===== src/rtl/pdt_pkg.sv =====
package pdt_pkg;
    typedef enum logic [1:0] {
        SRC_INT   = 2'b00,
        SRC_GATED = 2'b01,
        SRC_OFF   = 2'b10,
        SRC_PIN   = 2'b11
    } src_e;

    // control register fields; bit 3 is the write-only prescaler clear
    typedef struct packed {
        logic       flag;   // bit 7
        logic       mask;   // bit 6
        src_e       src;    // bits 5:4
        logic [2:0] psel;   // bits 2:0
    } ctl_t;

    localparam ctl_t CTL_RST = '{flag: 1'b0, mask: 1'b1, src: SRC_INT, psel: 3'b100};
endpackage


===== src/rtl/pdt_pin_sync.sv =====
module pdt_pin_sync #(
    parameter int STAGES = 2
) (
    input  logic clk,
    input  logic rst_n,
    input  logic pin_i,
    output logic level_o,
    output logic rise_o
);
    typedef struct packed {
        logic [STAGES-1:0] sh;
        logic              last;
    } st_t;

    st_t st_d, st_q;

    always_comb begin
        st_d      = st_q;
        st_d.sh   = {st_q.sh[STAGES-2:0], pin_i};
        st_d.last = st_q.sh[STAGES-1];
    end

    always_ff @(posedge clk or negedge rst_n) begin
        if (!rst_n) st_q <= '0;
        else        st_q <= st_d;
    end

    assign level_o = st_q.sh[STAGES-1];
    assign rise_o  = st_q.sh[STAGES-1] & ~st_q.last;

    // an edge reported now was present on the pin two samples ago
    p_sync_delay_r5: assert property (@(posedge clk) disable iff (!rst_n)
        rise_o |-> $past(pin_i, 2));
endmodule


===== src/rtl/pdt_prescaler.sv =====
module pdt_prescaler #(
    parameter int PSC_W = 7,
    parameter int SEL_W = 3
) (
    input  logic             clk,
    input  logic             rst_n,
    input  logic             pulse_i,
    input  logic             clr_i,
    input  logic [SEL_W-1:0] sel_i,
    output logic             tick_o
);
    typedef struct packed {
        logic [PSC_W-1:0] cnt;
    } st_t;

    st_t              st_d, st_q;
    logic [PSC_W:0]   low_mask;
    logic             full;

    always_comb begin
        low_mask = ({{PSC_W{1'b0}}, 1'b1} << sel_i) - 1'b1;
        full     = &(st_q.cnt | ~low_mask[PSC_W-1:0]);
        tick_o   = pulse_i & ~clr_i & full;
        st_d     = st_q;
        if (clr_i)        st_d.cnt = '0;
        else if (pulse_i) st_d.cnt = st_q.cnt + 1'b1;
    end

    always_ff @(posedge clk or negedge rst_n) begin
        if (!rst_n) st_q <= '0;
        else        st_q <= st_d;
    end

    // a software clear empties the prescaler at the next edge
    p_clear_r8: assert property (@(posedge clk) disable iff (!rst_n)
        clr_i |=> st_q.cnt == '0);
    // with no input pulse the prescaler holds unless cleared
    p_hold_r2: assert property (@(posedge clk) disable iff (!rst_n)
        (!pulse_i && !clr_i) |=> $stable(st_q.cnt));
endmodule


===== src/rtl/pdt_timer.sv =====
module pdt_timer
    import pdt_pkg::*;
#(
    parameter int CNT_W = 8,   // at most 8, loaded from the write bus
    parameter int PSC_W = 7,
    parameter int SEL_W = 3
) (
    input  logic             clk,
    input  logic             rst_n,
    input  logic             clk_en,
    input  logic             tmr_pin,
    input  logic             wr_en,
    input  logic             wr_sel,
    input  logic [7:0]       wr_data,
    output logic [CNT_W-1:0] cnt_o,
    output logic [7:0]       ctl_o,
    output logic             irq_o
);
    localparam logic [CNT_W-1:0] CNT_ONES = '1;

    typedef struct packed {
        logic [CNT_W-1:0] cnt;
        ctl_t             ctl;
    } st_t;

    st_t  st_d, st_q;
    logic pin_lvl, pin_rise;
    logic data_wr, ctl_wr, psc_clr, pulse, tick, flag_set;

    pdt_pin_sync #(.STAGES(2)) u_sync (
        .clk     (clk),
        .rst_n   (rst_n),
        .pin_i   (tmr_pin),
        .level_o (pin_lvl),
        .rise_o  (pin_rise)
    );

    pdt_prescaler #(.PSC_W(PSC_W), .SEL_W(SEL_W)) u_psc (
        .clk     (clk),
        .rst_n   (rst_n),
        .pulse_i (pulse),
        .clr_i   (psc_clr),
        .sel_i   (st_q.ctl.psel[SEL_W-1:0]),
        .tick_o  (tick)
    );

    always_comb begin
        data_wr = wr_en & ~wr_sel;
        ctl_wr  = wr_en &  wr_sel;
        psc_clr = ctl_wr & wr_data[3];

        unique case (st_q.ctl.src)
            SRC_INT:   pulse = clk_en;
            SRC_GATED: pulse = clk_en & pin_lvl;
            SRC_OFF:   pulse = 1'b0;
            SRC_PIN:   pulse = pin_rise;
            default:   pulse = 1'b0;
        endcase

        flag_set = tick & ~data_wr & (st_q.cnt == '0);

        st_d = st_q;
        if (data_wr)   st_d.cnt = wr_data[CNT_W-1:0];
        else if (tick) st_d.cnt = st_q.cnt - 1'b1;

        if (ctl_wr) begin
            st_d.ctl.mask = wr_data[6];
            st_d.ctl.src  = src_e'(wr_data[5:4]);
            st_d.ctl.psel = wr_data[2:0];
            st_d.ctl.flag = (st_q.ctl.flag & wr_data[7]) | flag_set;
        end else begin
            st_d.ctl.flag = st_q.ctl.flag | flag_set;
        end
    end

    always_ff @(posedge clk or negedge rst_n) begin
        if (!rst_n) st_q <= '{cnt: CNT_ONES, ctl: CTL_RST};
        else        st_q <= st_d;
    end

    assign cnt_o = st_q.cnt;
    assign ctl_o = {st_q.ctl.flag, st_q.ctl.mask, st_q.ctl.src, 1'b0, st_q.ctl.psel};
    assign irq_o = st_q.ctl.flag & ~st_q.ctl.mask;

    // a tap pulse at zero wraps to all ones and raises the flag
    p_wrap_flag_r6: assert property (@(posedge clk) disable iff (!rst_n)
        (tick && !data_wr && cnt_o == '0) |=> (cnt_o == CNT_ONES && ctl_o[7]));
    // a tap pulse above zero takes exactly one off the counter
    p_step_r2: assert property (@(posedge clk) disable iff (!rst_n)
        (tick && !data_wr && cnt_o != '0) |=> cnt_o == $past(cnt_o) - 1'b1);
    // with no tap pulse and no load the counter holds
    p_hold_r4: assert property (@(posedge clk) disable iff (!rst_n)
        (!tick && !data_wr) |=> $stable(cnt_o));
    // the flag stays set until a write with bit 7 low
    p_flag_sticky_r7: assert property (@(posedge clk) disable iff (!rst_n)
        (ctl_o[7] && !(ctl_wr && !wr_data[7])) |=> ctl_o[7]);
    // a data write is seen on the counter at the next edge
    p_load_r10: assert property (@(posedge clk) disable iff (!rst_n)
        data_wr |=> cnt_o == $past(wr_data[CNT_W-1:0]));
    // the prescaler clear bit never reads back as 1
    p_clr_reads_zero_r8: assert property (@(posedge clk) disable iff (!rst_n)
        !ctl_o[3]);
endmodule


===== config.mk =====
export PLATFORM = sky130hd
export DESIGN_NAME = pdt_timer
export DESIGN_NICKNAME = d
export VERILOG_FILES = /design/src/rtl/pdt_pkg.sv /design/src/rtl/pdt_pin_sync.sv /design/src/rtl/pdt_prescaler.sv /design/src/rtl/pdt_timer.sv
export SDC_FILE = /design/constraint.sdc
export NUM_CORES = 1
export LEC_CHECK = 0
export BUFFER_PORTS_ARGS = -buffer_cell sky130_fd_sc_hd__clkbuf_2
export CORE_MARGIN = 2
export CORE_UTILIZATION = 40
export DETAILED_ROUTE_END_ITERATION = 16
export GPL_TIMING_DRIVEN = 0
export HOLD_SLACK_MARGIN = 0.03
export PLACE_DENSITY = 0.69
export SYNTH_ARGS = -nofsm -noshare
export SYNTH_HDL_FRONTEND = slang
export SYNTH_SLANG_ARGS = --single-unit

===== constraint.sdc =====
create_clock -name clk -period 2.2 [get_ports clk]
set_clock_uncertainty 0.05 [all_clocks]
set_input_delay 0.22 -clock clk [delete_from_list [all_inputs] [get_ports clk]]
set_output_delay 0.22 -clock clk [all_outputs]
set_load 0.01 [all_outputs]

==> impl_results.md <==
* Main combinational cell family by area after synthesis: simple AND/OR/NAND/NOR gates
* TritonCTS buffer count at 3
* Fin. Hold Viols at 0
* Comb power frac at 27.8%
* Fraction of the mapped netlist area in simple logic gates at 21.70%
* Syn Area/Cell at 10.24 um2
* Sw frac at 34.24%
* Initial antenna violation count at 0
* Layout Cells excl Fill at 204
* Final Wtd Congestion at 0.8754
* Reg-to-Reg End: cnt_o[6]
* First-pass GRT wire length at 4871 um
* Largest net degree at the start of global routing at 26
* CTS Buffer Depth at 2
* Post-Synthesis Cells at 125
* NumNets Final at 177
* Clock group share of total power at 17.1%
* Slew @ Worst Pin at 0.6031 ns
* Flop pwr share at 55.2%
* CP Data Required Time at 2.39 ns
* Post-synth net total at 141
* First DRT Iteration DRCs at 55
* Drt via density at 5.255
* Switching power at 0.3982 mW
* Worst stage delay on the critical path at 0.59 ns
* PortBufs at 29
* Status: completed
* Vias in the first global route at 1068
* CTS tree: done
* Io pins at 31
* Mux cell area share after synthesis at 6.061%
* Worst hold-check path type: primary input to register
* ANT nets after route at 0
* Max rail drop VDD at 0.3261 mV
* DP Cell Count at 198
* Hold Path End: cnt_o[2]
* Post-DP HPWL at 2114 um
* Clk slew on worst S/H paths at 0.13 ns
* Final setup violation count at 0
* Crit start category: register
* Row count at 20
* Core area at 0.003053 mm2
* Post-layout minimum cycle time at 2.070 ns
* Die X at 60.57 um
* Die area at 0.003669 mm2
* Crit end category: register
* Routed wire length per instance at 13.76 um
* Worst Setup Slack, final at 0.1298 ns
* R2R depth at 5
* Max_cap viols at 0
* Die H at 60.57 um
* Pwr/cell area at 752.0 mW/mm2
* Hold Path Cell Cnt at 3
* Arrival time worst endpoint at 2.26 ns
* Crit Path Category: register to register
* Worst reg-to-reg setup slack at 0.13 ns
* F_max at 483.0 MHz
* GRT overflow at 0
* LEAKAGE at 0.6696 nW
* Synth Area in Compound Gates at 13.39%
* Internal power at 0.7647 mW
* Unrepaired setup endpoints after global routing: no
* Depth of the CTS H-tree at 1
* Gr usage total at 17.69%
* # clock sinks at 25
* Setup TNS at 0 ns
* Total routed wirelength at 2808 um
* Distinct cells, synth at 33
* Synth Register Bits at 25
* Adder-cell share of the synthesized area at 1.955%
* DR vias at 1072
* Layout cell share with drive strength beyond 1 at 34.38%
* Layout area overhead at 20.82%
* HP Start: wr_data[2]
* Number of synthesis warnings at 0
* 1st-pass router iterations at 4
* Total power at 1.163 mW
* Register area share after synthesis at 49.85%
* DRC viols at 0
* CP max FO at 10
* CP max-delay cell: dfstp_2
* Tcrit/Tclk final at 94.10%
* Pre-CTS setup slack at -0.08102 ns
* Starting Density at 41.93%
* Commonest non-fill, non-tap cells in the layout: clkbuf_2, nor2_1, dfrtp_1, dfstp_2, nand2_1
* Synthesized cell area at 0.001280 mm2
* Ant diodes at 0
* Slew HR at 59.79%
* Crit path cell chain: inv_1 -> o32ai_2 -> clkbuf_1 -> o41ai_1 -> a31oi_1
* Worst-Skew Late Latency at 0.31 ns
* Reg2reg start: ctl_o[2]
* CTS Root Cell: clkbuf_4
* XOR/XNOR Fraction of Synth Area at 3.421%
* Commonest non-fill, non-tap cell in the layout: clkbuf_2
* Final Slew Violations at 0
## layer usage
layer  routed length [um]  vias to the layer above  global-route usage [%]  part of all wire (%)
met2                 1451                       15                   30.26                    52
met4                   24                        0                   4.969                  0.85
met3                   76                        4                   3.198                   2.7
li1                     -                      527                       -                     -
met5                    0                        -                       0                     0
met1                 1255                      526                   23.01                    45
## stage by stage
step                      cell area [um2]  utilization (%)  hold WS [ns]
after detailed placement             1480            48.48        0.2067
after global routing                 1546            50.66       0.04576
after CTS                            1534            50.25       0.04519
final                                1546            50.66       0.06018
after global placement               1480            48.48        0.2080
after floorplan                      1280                -       -0.1256
## state kept, by name, indices dropped and copies added (netlist names)
signal	flops
cnt_o	8
ctl_o	7
u_psc.st_q	7
u_sync.level_o	1
u_sync.st_d	1
u_sync.st_q	1
## layout make-up
cell class                      instances  area, um2
Tap cell                               44      55.05
Multi-Input combinational cell         90      619.3
Fill cell                             305       1506
Inverter                                6      22.52
Sequential cell                        25      638.1
Timing Repair Buffer                   31      165.2
Buffer                                  4      20.02
Clock buffer                            4      26.28
## worst max-delay path: cells and delay by family (launching register included)
kind,cells,cell delay [ns]
buf+inv,2,0.47
compound gates,3,0.89
flops,1,0.59
## how the worst max path moves through the flow
stage | startpoint | end | slack, ns
after floorplan | ctl_o[5] | cnt_o[4] | 0.33
after global placement | ctl_o[2] | cnt_o[6] | 0.02
after detailed placement | ctl_o[2] | cnt_o[7] | -0.08
after CTS | ctl_o[5] | cnt_o[6] | 0.02
after global routing | ctl_o[2] | cnt_o[5] | 0.006
final | ctl_o[2] | cnt_o[6] | 0.13
## synthesized netlist by cell type, drive strengths merged
library cell | number | area [um2]
or3 | 5 | 41.29
o21ai | 4 | 23.77
o41ai | 2 | 17.52
nand4b | 1 | 8.760
o32ai | 2 | 17.52
buf | 2 | 12.51
and3 | 1 | 6.260
a31oi | 6 | 37.54
conb | 1 | 3.750
or4 | 5 | 37.54
nand2 | 8 | 30.03
xor2 | 3 | 26.28
nand4 | 4 | 25.02
o211a | 1 | 10.01
o31ai | 4 | 30.03
nor2b | 4 | 25.02
nand3 | 3 | 15.01
dfrtp | 15 | 375.4
clkbuf | 2 | 7.510
or4b | 2 | 20.02
mux2 | 6 | 67.56
nand2b | 2 | 12.51
xnor2 | 2 | 17.52
mux2i | 1 | 10.01
a21oi | 4 | 20.02
nor2 | 15 | 56.30
ha | 2 | 25.02
dfstp | 10 | 262.8
o211ai | 2 | 15.01
inv | 6 | 22.52
## cells by family after synthesis
| group | count (synthesis) |
|---|---|
| and+or+nand+nor | 50 |
| AOI/OAI and AO/OA | 25 |
| DFF | 25 |
| buffers and inverters | 10 |
| muxes | 7 |
| xor gates and xnor gates | 5 |
| adders and majority gates | 2 |
| other | 1 |
## power by group through the flow
stage	Sequential (mW)	Clock, mW	Combinational, mW
after floorplan	0.652	0	0.182
after global placement	0.644	0	0.298
after CTS	0.641	0.213	0.319
after detailed placement	0.649	0	0.308
final	0.641	0.199	0.323
after global routing	0.656	0.234	0.362
## timing repair
| action | 4_1_cts | 5_1_grt |
|---|---|---|
| hold buffers | 2 | 0 |
| hold endpoints to repair | 16 | 0 |
| endpoints found under the setup margin | 8 | 4 |
| setup buffers | 0 | 0 |
| gates resized for setup | 1 | 2 |
No activity file was read; power rests on OpenSTA's default activity.
